`src/rtl/pci_xlate_pkg.sv`:
```
// Shared types and command codes for the PCI configuration address translator.
// Assumes a 32-bit AD bus and the standard PCI command encodings.
package pci_xlate_pkg;

    typedef enum logic [1:0] {
        AP_IO      = 2'd0,
        AP_CFG0    = 2'd1,
        AP_CFG1    = 2'd2,
        AP_SPECIAL = 2'd3
    } ap_kind_t;

    localparam logic [3:0] CMD_IO_RD   = 4'b0010;
    localparam logic [3:0] CMD_IO_WR   = 4'b0011;
    localparam logic [3:0] CMD_CFG_RD  = 4'b1010;
    localparam logic [3:0] CMD_CFG_WR  = 4'b1011;
    localparam logic [3:0] CMD_SPECIAL = 4'b0001;

    // Field layout of the stored configuration address word (bit positions are decoded).
    typedef struct packed {
        logic       xlate_on;
        logic [6:0] spare;
        logic [7:0] bus;
        logic [4:0] dev;
        logic [2:0] fn;
        logic [5:0] dword;
        logic [1:0] low;
    } cfg_word_t;

endpackage

```
`src/rtl/pci_cfg_word_reg.sv`:
```
// Holds the 32-bit configuration address word written by the host.
// Assumes the caller qualifies wr_en with its own acceptance logic.
module pci_cfg_word_reg #(
    parameter int WORD_W = 32
) (
    input  logic              clk,
    input  logic              rst_n,
    input  logic              wr_en,
    input  logic [WORD_W-1:0] wdata,
    output logic [WORD_W-1:0] q
);

    // Store the whole word on an accepted write, cleared by reset.
    always_ff @(posedge clk) begin
        if (!rst_n) begin
            q <= '0;
        end else if (wr_en) begin
            q <= wdata;
        end
    end

endmodule

```
`src/rtl/pci_idsel_decode.sv`:
```
// Decodes the device number into a one-hot IDSEL vector covering AD[IDSEL_LO..31].
// The top bit is selected by device 0; every other bit i is selected by the device
// value IDSEL_LO+i. Every remaining device value gives an all-zero vector.
module pci_idsel_decode #(
    parameter int DEV_W    = 5,
    parameter int AD_W     = 32,
    parameter int IDSEL_LO = 11
) (
    input  logic [DEV_W-1:0]         dev,
    output logic [AD_W-IDSEL_LO-1:0] onehot
);

    localparam int IDSEL_N = AD_W - IDSEL_LO;

    for (genvar i = 0; i < IDSEL_N; i++) begin : g_line
        if (i == IDSEL_N - 1) begin : g_top
            // Highest IDSEL line is reached by device zero.
            assign onehot[i] = (dev == '0);
        end else begin : g_lin
            // Remaining lines follow the device value directly.
            assign onehot[i] = (dev == DEV_W'(IDSEL_LO + i));
        end
    end

endmodule

```
`src/rtl/pci_ap_builder.sv`:
```
// Combinational translation of the stored word plus read/write direction into
// cycle kind, AD address value, command code and IDSEL. Assumes AD is 32 bits.
module pci_ap_builder
    import pci_xlate_pkg::*;
#(
    parameter logic [31:0] DATA_PORT_ADDR = 32'h0000_0CFC,
    parameter int          IDSEL_LO       = 11
) (
    input  cfg_word_t               cfg,
    input  logic                    we,
    input  logic [31-IDSEL_LO:0]    onehot,
    output ap_kind_t                kind,
    output logic [31:0]             addr,
    output logic [3:0]              cbe,
    output logic [31-IDSEL_LO:0]    idsel
);

    logic special_pat;

    // Recognise the broadcast pattern: local bus, all-ones device and function, dword 0.
    always_comb begin
        special_pat = (cfg.bus == 8'h00) && (&cfg.dev) && (&cfg.fn) && (cfg.dword == 6'd0);
    end

    // Pick the cycle kind and assemble the address-phase fields.
    always_comb begin
        kind  = AP_IO;
        addr  = DATA_PORT_ADDR;
        cbe   = we ? CMD_IO_WR : CMD_IO_RD;
        idsel = '0;
        if (cfg.xlate_on) begin
            if (cfg.bus != 8'h00) begin
                kind = AP_CFG1;
                addr = {8'h00, cfg.bus, cfg.dev, cfg.fn, cfg.dword, 2'b01};
                cbe  = we ? CMD_CFG_WR : CMD_CFG_RD;
            end else if (we && special_pat) begin
                kind = AP_SPECIAL;
                addr = {8'h00, cfg.bus, cfg.dev, cfg.fn, cfg.dword, 2'b00};
                cbe  = CMD_SPECIAL;
            end else begin
                kind  = AP_CFG0;
                addr  = {onehot, cfg.fn, cfg.dword, 2'b00};
                cbe   = we ? CMD_CFG_WR : CMD_CFG_RD;
                idsel = onehot;
            end
        end
    end

endmodule

```
`src/rtl/pci_cfg_xlate.sv`:
```
// PCI configuration address translator top. Accepts single-cycle host requests on an
// address port and a data port. Address-port accesses reach the stored word. Data-port
// accesses produce a registered one-cycle address phase and hold busy until ds_ack.
// Assumes host_req is a one-cycle strobe and ds_ack matters only while busy.
module pci_cfg_xlate
    import pci_xlate_pkg::*;
#(
    parameter logic [31:0] DATA_PORT_ADDR = 32'h0000_0CFC,
    parameter int          IDSEL_LO       = 11
) (
    input  logic                  clk,
    input  logic                  rst_n,
    input  logic                  host_req,
    input  logic                  host_sel_data,
    input  logic                  host_we,
    input  logic [31:0]           host_wdata,
    output logic                  host_ack,
    output logic [31:0]           host_rdata,
    output logic                  host_busy,
    input  logic                  ds_ack,
    output logic                  ap_valid,
    output logic [1:0]            ap_kind,
    output logic [31:0]           ap_addr,
    output logic [3:0]            ap_cbe,
    output logic [31-IDSEL_LO:0]  ap_idsel
);

    localparam int IDSEL_N = 32 - IDSEL_LO;

    logic               accept;
    logic               data_go;
    logic               word_wr;
    logic               word_rd;
    logic [31:0]        word_q;
    cfg_word_t          cfg;
    logic [IDSEL_N-1:0] onehot;
    ap_kind_t           nx_kind;
    logic [31:0]        nx_addr;
    logic [3:0]         nx_cbe;
    logic [IDSEL_N-1:0] nx_idsel;
    logic               busy_q;

    // Qualify host requests against the busy flag and split them by port and direction.
    always_comb begin
        accept  = host_req && !busy_q;
        data_go = accept && host_sel_data;
        word_wr = accept && !host_sel_data && host_we;
        word_rd = accept && !host_sel_data && !host_we;
        cfg     = cfg_word_t'(word_q);
    end

    pci_cfg_word_reg #(.WORD_W(32)) u_word (
        .clk   (clk),
        .rst_n (rst_n),
        .wr_en (word_wr),
        .wdata (host_wdata),
        .q     (word_q)
    );

    pci_idsel_decode #(.DEV_W(5), .AD_W(32), .IDSEL_LO(IDSEL_LO)) u_idsel (
        .dev    (cfg.dev),
        .onehot (onehot)
    );

    pci_ap_builder #(.DATA_PORT_ADDR(DATA_PORT_ADDR), .IDSEL_LO(IDSEL_LO)) u_build (
        .cfg    (cfg),
        .we     (host_we),
        .onehot (onehot),
        .kind   (nx_kind),
        .addr   (nx_addr),
        .cbe    (nx_cbe),
        .idsel  (nx_idsel)
    );

    // Busy rises with a data-port request and falls after the downstream acknowledge.
    always_ff @(posedge clk) begin
        if (!rst_n) begin
            busy_q <= 1'b0;
        end else if (data_go) begin
            busy_q <= 1'b1;
        end else if (busy_q && ds_ack) begin
            busy_q <= 1'b0;
        end
    end

    // Register the address phase and pulse its valid for one cycle.
    always_ff @(posedge clk) begin
        if (!rst_n) begin
            ap_valid <= 1'b0;
            ap_kind  <= 2'd0;
            ap_addr  <= '0;
            ap_cbe   <= '0;
            ap_idsel <= '0;
        end else begin
            ap_valid <= data_go;
            if (data_go) begin
                ap_kind  <= nx_kind;
                ap_addr  <= nx_addr;
                ap_cbe   <= nx_cbe;
                ap_idsel <= nx_idsel;
            end
        end
    end

    // Acknowledge every accepted request and capture address-port read data.
    always_ff @(posedge clk) begin
        if (!rst_n) begin
            host_ack   <= 1'b0;
            host_rdata <= '0;
        end else begin
            host_ack <= accept;
            if (word_rd) begin
                host_rdata <= word_q;
            end
        end
    end

    assign host_busy = busy_q;

endmodule

```
`config.mk`:
```
export PLATFORM = sky130hd
export DESIGN_NAME = pci_cfg_xlate
export DESIGN_NICKNAME = d
export VERILOG_FILES = /design/src/rtl/pci_xlate_pkg.sv /design/src/rtl/pci_cfg_word_reg.sv /design/src/rtl/pci_idsel_decode.sv /design/src/rtl/pci_ap_builder.sv /design/src/rtl/pci_cfg_xlate.sv
export SDC_FILE = /design/constraint.sdc
export NUM_CORES = 1
export LEC_CHECK = 0
export BUFFER_PORTS_ARGS = -buffer_cell sky130_fd_sc_hd__buf_2
export CAP_MARGIN = 15
export CELL_PAD_IN_SITES_DETAIL_PLACEMENT = 0
export CELL_PAD_IN_SITES_GLOBAL_PLACEMENT = 1
export CORE_ASPECT_RATIO = 1.25
export CORE_MARGIN = 4
export CORE_UTILIZATION = 38
export CTS_BUF_LIST = sky130_fd_sc_hd__clkbuf_2
export CTS_CLUSTER_DIAMETER = 30
export DETAILED_ROUTE_END_ITERATION = 10
export PLACE_DENSITY_LB_ADDON = 0.12
export SLEW_MARGIN = 5
export SYNTH_ARGS = -nofsm -noshare
export SYNTH_HDL_FRONTEND = slang
export SYNTH_SLANG_ARGS = --single-unit
```
`constraint.sdc`:
```
create_clock -name clk -period 2.2 [get_ports clk]
set_input_delay 0.11 -clock clk [delete_from_list [all_inputs] [get_ports clk]]
set_output_delay 0.11 -clock clk [all_outputs]
set_load 0.005 [all_outputs]
```
==> results of run 1 <==
[worst max-delay path, stage by stage (launching register included)]
cell and delay, ns:
dfxtp_1 0.37, or4_1 0.60, nor4b_1 0.62, nand4_1 0.25, nand3_1 0.13
[sequential cells by signal, indices dropped and copies added, names as in the netlist]
signal and flops:
u_word.q 32, ap_kind 2, ap_valid 1, ap_idsel 20, host_busy 1, host_rdata 32, ap_cbe 3, ap_addr 24
host_ack 1
[routing by layer]
metal  routed length, µm  up-vias  share of wire [%]  track usage [%]
li1                    -     2126                  -                -
met1                5550     1995                 41             24.0
met2                6890      125                 51             36.9
met3                 691       24                5.1             5.34
met4                 292        0                2.2             7.43
met5                   0        -                  0                0
[synth_stat cells, types with 6 or more instances]
master,instances,area [µm²]
nor2_1,18,67.6
nand3_1,19,95.1
o21ai_0,15,75.1
nor3b_1,8,60.1
a21oi_1,75,375
o211ai_1,6,45.0
a22o_1,10,87.6
buf_4,10,75.1
clkbuf_1,34,128
nand2_1,166,623
dfxtp_1,116,2320
nor3_1,8,40.0
[final cells by class]
| type | instances | area (µm²) | area share [%] |
|---|---|---|---|
| clock buffer | 23 | 115 | 2.01 |
| timing repair buffer | 191 | 1240 | 21.6 |
| sequential | 116 | 2320 | 40.6 |
| clock inverter | 8 | 37.5 | 0.656 |
| multi-input combinational | 371 | 1840 | 32.1 |
| inverter | 1 | 3.75 | 0.0656 |
| tap | 135 | 169 | 2.95 |
[power groups by stage]
stage               clock network (µW)  registers [µW]  logic, µW
detailed placement                   0            2220        282
CTS                               1100            2170        337
global placement                     0            2210        279
global route                      1190            2180        374
finish                            1050            2170        337
floorplan                            0            2210        154
[final timing paths]
kind | start | endpoint | cells after the start
min | host_wdata[28] | u_word.q[28]$_SDFFE_PN0P_ | 4
min reg2reg | ap_idsel[1]$_SDFFE_PN0P_ | ap_idsel[1]$_SDFFE_PN0P_ | 2
max reg2reg | u_word.q[20]$_SDFFE_PN0P_ | ap_addr[13]$_SDFFE_PN0P_ | 4
max | u_word.q[20]$_SDFFE_PN0P_ | ap_addr[13]$_SDFFE_PN0P_ | 4
[stage by stage]
stage	instance area [µm²]	instances	hold WS [ns]	setup WS (ns)
2_1_floorplan	4370	535	0.246	0.571
3_3_place_gp	5120	769	0.356	0.233
3_5_place_dp	5120	769	0.359	0.193
4_1_cts	5720	845	0.156	0.173
5_1_grt	5720	845	0.177	0.125
6_report	5720	845	0.233	0.188
[kinds of logic (layout without fill, tap and decap cells)]
kind of cell	count (synthesis)	in the layout	share of synthesized area (%)
AND/OR/NAND/NOR	254	254	26.6
flip-flops	116	116	53.2
AO/OA/AOI/OAI	115	115	15.1
buffers and inverters	48	223	5.01
other	1	2	0.0859
==> results_dict.tcl, run 1 <==
set metrics [dict create \
    synth_edf_count 0 \
    critPathRequiredTime_ns 2.79 \
    die_area_mm2 0.0133 \
    antenna_cells 0 \
    drc 0 \
    rrSetupSlack_ns 0.19 \
    synthArstFlopShare_pct 0 \
    clk_latency_ns 0.65 \
    die_h_um 128 \
    synthToLayoutAreaGrowth_pct 31.1 \
    initialDrtViolationCount 200 \
    grt.total_usage_pct 20.7 \
    start_kind "flop" \
    cts_tree "done" \
    pwr-share-clk_pct 29.5 \
    clk_pin_slew_ns 0.16 \
    netlist_area_mm2 0.00437 \
    rsz0062_at_grt "no" \
    cts_buffer_depth 2 \
    grt_pass1_wl_um 22000 \
    fin_worst_skew_ns 0.0197 \
    hold_violations 0 \
    mostFrequentLayoutCells "166 x nand2_1, 129 x buf_2, 116 x dfxtp_1" \
    finalSetupViolCount 0 \
    switching_share_pct 27.3 \
    seqPwrFrac_pct 61.0 \
    port_buffers 129 \
    synth-warning-count 0 \
    internal-power_uw 2590 \
    fin_crit_sh_pct 91.5 \
    ys_seq_area_share_pct 53.2 \
    hold_class "in2reg" \
    gr-total-overflow 0 \
    slew_headroom_pct 51.6 \
    synth-seq-cells 116 \
    pin_count 132 \
    dr.pass1.iters 4 \
    rows 43 \
    tightestPinTransition_ns 0.726 \
    postLayoutCoreUtil_pct 51.1 \
    cp-end-kind "flop" \
    cts_setup_buffers 0 \
    grt_max_degree 48 \
    p_leak_uw 0.00246 \
    arrival_ns 2.61 \
    min_period_ns 2.01 \
    max-vdd-ir-drop_v 0.000355 \
    cts_resized 0 \
    cts_buffers 17 \
    routed_wirelength_um 13400 \
    path_max_fanout 5 \
    cts_hold_buffers 45 \
    clock_sinks 116 \
    crit_type "reg2reg" \
    num-nets-final 736 \
    vias_per_cell 5.05 \
    report.final.slew_viol_count 0 \
    postSynth.topFlopCell "dfxtp_1" \
    synthCells 534 \
    yosysUniqueCellTypes 41 \
    outcome "complete, no violations" \
    syn_avg_cell_area_um2 8.18 \
    wire_per_inst_um 15.9 \
    fillCellCount 1154 \
    htreeDepth 4 \
    tns_ns 0 \
    layout_commonest_cell "nand2_1" \
    antenna_left 0 \
    p_sw_uw 972 \
    antenna_found_initial 0 \
    gp_routability_congestion 0.861 \
    power_uw 3560 \
    vias 4270 \
    maxCapViolations 0 \
    hpwlAfterDp_um 9320 \
    core-area_mm2 0.0112 \
    grt_pass1_vias 4266 \
    drive_gt1_share_pct 25.9 \
    chipWidth_um 104 \
    p_per_area_mw_per_mm2 622 \
    cts-root-buf "clkbuf_2" \
    initial_utilization_pct 39.0 \
    comb_power_share_pct 9.5 \
    fmax_ghz 0.497 \
]
No activity file was read; power rests on OpenSTA's default activity.
==> inputs of run 2 (changes only) <==
--- a/config.mk
+++ b/config.mk
@@ -5,7 +5,7 @@
 export SDC_FILE = /design/constraint.sdc
 export NUM_CORES = 1
 export LEC_CHECK = 0
-export BUFFER_PORTS_ARGS = -buffer_cell sky130_fd_sc_hd__buf_2
+export BUFFER_PORTS_ARGS = -buffer_cell sky130_fd_sc_hd__buf_4
 export CAP_MARGIN = 15
 export CELL_PAD_IN_SITES_DETAIL_PLACEMENT = 0
 export CELL_PAD_IN_SITES_GLOBAL_PLACEMENT = 1
==> run 2 against run 1 <==
  * Sequential power barely moved
  * Register-to-register slack barely moved
  * Largest cell class unchanged
  * Maximum frequency fell by 0.66%
  * First-iteration DRC count rose by 7.0%
  * Die area did not move
  * Critical endpoint unchanged
  * Utilization rose by 5.7 points
  * Clock skew rose by 0.010 ns
  * Largest power group unchanged
  * Worst setup slack got worse by 0.013 ns
  * Clock power rose by 33%
  * Critical path depth did not move
  * Highest routed layer unchanged
  * Global-route usage rose by 0.067 points
  * Cell count rose by 2.8%
==> results_dict.tcl, run 2 (same netlist as run 1, synthesis figures left out) <==
set metrics [dict create \
    hold_violations 0 \
    max_stage_delay_ns 0.62 \
    gp_routability_congestion 0.811 \
    drive_gt1_share_pct 25.6 \
    path_max_fanout 5 \
    timing.rr.start "u_word.q[20]$_SDFFE_PN0P_" \
    gr-total-overflow 0 \
    htreeDepth 4 \
    die_h_um 128 \
    grt_pass1_vias 4388 \
    drc 0 \
    grt_pass1_wl_um 22100 \
    core-area_mm2 0.0112 \
    reg2reg_to "ap_addr[13]$_SDFFE_PN0P_" \
    die_area_mm2 0.0133 \
    clk_pin_slew_ns 0.19 \
    p_leak_uw 0.00253 \
    cts_tree "done" \
    dr.pass1.iters 5 \
    final_area_mm2 0.00636 \
    routed_wirelength_um 13400 \
    hp-start "ds_ack" \
    fin_worst_skew_ns 0.0296 \
    port_buffers 129 \
    fin_crit_sh_pct 92.1 \
    pwr-share-clk_pct 35.3 \
    crit_buf_inv 0 \
    p_per_area_mw_per_mm2 621 \
    holdPathStages 4 \
    initial_utilization_pct 39.0 \
    hpwlAfterDp_um 9180 \
    cts_resized 0 \
    crit_type "reg2reg" \
    num-nets-final 758 \
    antenna_found_initial 1 \
    p_sw_uw 1090 \
    multiInputGateArea_mm2 0.00184 \
    outcome "complete, no violations" \
    rows 43 \
    report.final.slew_viol_count 0 \
    min_to "host_busy$_SDFFE_PN0P_" \
    rrSetupSlack_ns 0.17 \
    start_kind "flop" \
    tns_ns 0 \
    min_period_ns 2.03 \
    maxCapViolations 0 \
    chipWidth_um 104 \
    internal-power_uw 2850 \
    critPathSlowestCell "nor4b_1" \
    switching_share_pct 27.7 \
    pin_count 132 \
    cts-root-buf "clkbuf_2" \
    cts_buffers 17 \
    hold_class "in2reg" \
    mostFrequentLayoutCells "166 x nand2_1, 146 x buf_4, 116 x dfxtp_1" \
    place_inst 769 \
    vias_per_cell 5.02 \
    stdcell_count 869 \
    finalSetupViolCount 0 \
    register_area_mm2 0.00232 \
    cp-end-kind "flop" \
    grt_max_degree 52 \
    arrival_ns 2.63 \
    clock_sinks 116 \
    fmax_ghz 0.494 \
    reg2regPathDepth 4 \
    dpl_cell_area_mm2 0.00544 \
    tightestPinTransition_ns 0.750 \
    seqPwrFrac_pct 55.1 \
    whs_ns 0.255 \
    reg.largest.list "host_rdata (32), u_word.q (32), ap_addr (24)" \
    rsz0062_at_grt "no" \
    critical_path.top_delay_family "simple AND/OR/NAND/NOR gates" \
    layout_commonest_cell "nand2_1" \
    vias 4362 \
    max-vdd-ir-drop_v 0.000288 \
    synthToLayoutAreaGrowth_pct 45.6 \
    cts_buffer_depth 2 \
    fillCellCount 1037 \
    grt.total_usage_pct 20.8 \
    critPathRequiredTime_ns 2.81 \
    slew_headroom_pct 50.0 \
    wire_per_inst_um 15.5 \
    comb_power_share_pct 9.6 \
    crit_path_cell_trace "or4_1 > nor4b_1 > nand4_1 > nand3_1" \
    initialDrtViolationCount 214 \
    antenna_left 0 \
    clk_latency_ns 0.66 \
]
## run 2: repair_timing
item | 4_1_cts | 5_1_grt
hold buffers | 66 | 0
setup endpoints to repair | 0 | 9
hold endpoints to repair | 100 | 0
buffers inserted | 0 | 1
## run 2: power groups by stage
stage	logic, µW	clock network [µW]	registers [µW]
floorplan	154	0	2210
global placement	304	0	2220
detailed placement	304	0	2220
CTS	376	1430	2180
global route	416	1530	2180
finish	377	1400	2180
## run 2: stage by stage
stage                     worst slack (ns)  power, µW  utilization, %
after floorplan                      0.571       2370               -
after global placement               0.210       2520            48.6
after detailed placement             0.191       2520            48.6
after CTS                            0.147       3980            56.7
after global routing                0.0241       4130            56.8
final                                0.175       3950            56.8
## run 2: worst min-delay path, stage by stage
cell and delay (ns):
dlygate4sd3_1 0.53, buf_4 0.10, nand2b_1 0.09, a21oi_1 0.06
## run 2: worst max-delay path by stage
stage	start	endpoint	slack (ns)	cells after the start
6_report	u_word.q[20]$_SDFFE_PN0P_	ap_addr[13]$_SDFFE_PN0P_	0.17	4
5_1_grt	u_word.q[20]$_SDFFE_PN0P_	ap_addr[14]$_SDFFE_PN0P_	0.02	4
4_1_cts	u_word.q[20]$_SDFFE_PN0P_	ap_idsel[8]$_SDFFE_PN0P_	0.15	4
3_5_place_dp	u_word.q[21]$_SDFFE_PN0P_	ap_idsel[8]$_SDFFE_PN0P_	0.19	4
3_3_place_gp	u_word.q[20]$_SDFFE_PN0P_	ap_idsel[8]$_SDFFE_PN0P_	0.21	4
2_1_floorplan	u_word.q[20]$_SDFFE_PN0P_	ap_idsel[14]$_SDFFE_PN0P_	0.57	4
## run 2: final cells by class
class	instances	share of cell area (%)
diodes	1	0.0394
clock buffers	17	1.34
flip-flops and latches	116	36.5
inverters	1	0.0590
repair buffers	213	27.9
clock inverters	15	2.52
well taps	135	2.66
multi-input cells	371	28.9
## run 2: routing by layer
| layer | wire, µm | global-route usage, % |
|---|---|---|
| met1 | 5550 | 23.7 |
| met3 | 675 | 5.89 |
| met5 | 0 | 0 |
| met4 | 283 | 8.29 |
| met2 | 6930 | 36.7 |
==> inputs of run 3 (changes only) <==
--- a/config.mk
+++ b/config.mk
@@ -11,7 +11,7 @@
 export CELL_PAD_IN_SITES_GLOBAL_PLACEMENT = 1
 export CORE_ASPECT_RATIO = 1.25
 export CORE_MARGIN = 4
-export CORE_UTILIZATION = 38
+export CORE_UTILIZATION = 40
 export CTS_BUF_LIST = sky130_fd_sc_hd__clkbuf_2
 export CTS_CLUSTER_DIAMETER = 30
 export DETAILED_ROUTE_END_ITERATION = 10
==> constraint.sdc (replaced) <==
create_clock -name clk -period 2.4 [get_ports clk]
set_input_delay 0.12 -clock clk [delete_from_list [all_inputs] [get_ports clk]]
set_output_delay 0.12 -clock clk [all_outputs]
set_load 0.005 [all_outputs]
==> run 3 against run 2 <==
  * Die area shrank 4.7%
  * Register-to-register slack gained 0.14 ns
  * Global-route usage about the same
  * Largest cell class unchanged
  * Maximum frequency fell by 2.8%
  * Via count down 2.8%
  * Worst setup slack gained 0.14 ns
  * Power is 13% lower
  * Hold slack improved by 0.021 ns
  * Combinational power down 14%
  * Design area shrank 4.8%
  * First-iteration DRC count is 5.6% lower
  * Clock power fell by 21%
  * Largest power group unchanged
==> results_dict.tcl, run 3 (same netlist as run 1, synthesis figures left out) <==
set metrics [dict create \
    tightestPinTransition_ns 0.572 \
    clk_pin_slew_ns 0.16 \
    stdcell_count 837 \
    routed_wirelength_um 12600 \
    die_area_mm2 0.0127 \
    cts_tree "done" \
    initialDrtViolationCount 202 \
    grt.total_usage_pct 20.8 \
    antenna_cells 0 \
    fmax_ghz 0.480 \
    whs_ns 0.276 \
    p_leak_uw 0.00247 \
    drc 0 \
    drive_gt1_share_pct 24.8 \
    max-vdd-ir-drop_v 0.000270 \
    comb_power_share_pct 9.5 \
    layout_commonest_cell "nand2_1" \
    critPathRequiredTime_ns 2.90 \
    initial_utilization_pct 41.1 \
    dpl_worst_slack_ns 0.437 \
    rsz0062_at_grt "no" \
    report.final.slew_viol_count 0 \
    antenna_left 0 \
    die_h_um 125 \
    min_period_ns 2.08 \
    grt_pass1_vias 4286 \
    place_inst 763 \
    maxCapViolations 0 \
    path_max_fanout 32 \
    crit_type "reg2reg" \
    cts_setup_buffers 0 \
    gp_routability_congestion 0.803 \
    pwr-share-clk_pct 32.2 \
    cp-end-kind "flop" \
    core-area_mm2 0.0106 \
    outcome "complete, no violations" \
    hold_violations 0 \
    holdPathStages 4 \
    antenna_found_initial 0 \
    arrival_ns 2.58 \
    htreeDepth 4 \
    multiInputGateArea_mm2 0.00184 \
    internal-power_uw 2560 \
    grt_max_degree 33 \
    tns_ns 0 \
    vias 4239 \
    register_area_mm2 0.00232 \
    finalSetupViolCount 0 \
    seqPwrFrac_pct 58.3 \
    synthToLayoutAreaGrowth_pct 38.6 \
    rows 42 \
    fin_crit_sh_pct 86.8 \
    reg.largest.list "host_rdata (32), u_word.q (32), ap_addr (24)" \
    setup_ws_ns 0.316 \
    slew_headroom_pct 61.3 \
    fillCellCount 1009 \
    p_sw_uw 856 \
    cts-root-buf "clkbuf_2" \
    pin_count 132 \
    cts_buffer_depth 2 \
    cts_buffers 17 \
    vias_per_cell 5.06 \
    switching_share_pct 25.0 \
    dr.pass1.iters 5 \
    clock_sinks 116 \
    hold_class "in2reg" \
    hpwlAfterDp_um 8920 \
    reg2regPathDepth 5 \
    p_per_area_mw_per_mm2 565 \
    chipWidth_um 101 \
    mostFrequentLayoutCells "166 x nand2_1, 143 x buf_4, 116 x dfxtp_1" \
    fin_worst_skew_ns 0.0242 \
    num-nets-final 734 \
    port_buffers 129 \
    grt_pass1_wl_um 21000 \
    wire_per_inst_um 15.1 \
    clk_latency_ns 0.62 \
    start_kind "flop" \
    gr-total-overflow 0 \
]
-- run 3: cell types whose count changed in the layout (fill, tap and decap cells not counted) --
| cell | delta |
|---|---|
| dlygate4sd3_1 | -20 |
| clkinv_1 | +5 |
| clkinv_4 | -5 |
| clkinvlp_4 | -4 |
| buf_4 | -3 |
| clkbuf_2 | +2 |
| buf_12 | -1 |
| clkinv_2 | -1 |
| diode_2 | -1 |
| inv_6 | -1 |
| or3b_2 | -1 |
| or3b_4 | +1 |
-- run 3: worst max-delay path: stages, from the launching register on --
cell and delay [ns]:
dfxtp_1 0.38, nand2b_1 0.24, or3b_4 0.59, nand2_1 0.13, a21oi_1 0.06, dlygate4sd3_1 0.56
-- run 3: area by class of cell --
cell class | instances | area share [%]
Clock buffer | 19 | 1.57
Inverter | 1 | 0.0620
Clock inverter | 9 | 1.51
Sequential cell | 116 | 38.4
Multi-Input combinational cell | 371 | 30.4
Tap cell | 132 | 2.73
Timing Repair Buffer | 189 | 25.3
-- run 3: stage by stage --
step | total power, µW | area [µm²] | util, %
after detailed placement | 2310 | 5400 | 50.9
after CTS | 3450 | 6040 | 56.9
after global routing | 3580 | 6050 | 57.0
after global placement | 2300 | 5400 | 50.9
final | 3420 | 6050 | 57.0
after floorplan | 2170 | 4370 | -
-- run 3: power groups by stage --
| stage | combinational, µW | sequential [µW] | clock [µW] |
|---|---|---|---|
| 2_1_floorplan | 141 | 2030 | 0 |
| 6_report | 326 | 1990 | 1100 |
| 3_5_place_dp | 273 | 2030 | 0 |
| 5_1_grt | 361 | 2000 | 1220 |
| 3_3_place_gp | 272 | 2030 | 0 |
| 4_1_cts | 326 | 1990 | 1130 |
-- run 3: final timing paths --
path	from	end	slack (ns)
worst min-delay path	host_wdata[0]	u_word.q[0]$_SDFFE_PN0P_	0.28
worst max-delay path	host_busy$_SDFFE_PN0P_	u_word.q[12]$_SDFFE_PN0P_	0.32
worst min register to register	ap_idsel[1]$_SDFFE_PN0P_	ap_idsel[1]$_SDFFE_PN0P_	0.46
worst max register to register	host_busy$_SDFFE_PN0P_	u_word.q[12]$_SDFFE_PN0P_	0.32
-- run 3: repair_timing --
item	in CTS	in global routing
hold endpoints to repair	66	1
hold buffers	45	1
endpoints found under the setup margin	0	1
gates resized for setup	0	1
-- run 3: metal layers --
| layer | wire, µm | share of wire (%) | track usage, % |
|---|---|---|---|
| met1 | 5250 | 42 | 24.5 |
| met2 | 6540 | 52 | 36.0 |
| met3 | 719 | 5.7 | 6.22 |
| met4 | 133 | 1.1 | 5.87 |
| met5 | 0 | 0 | 0 |
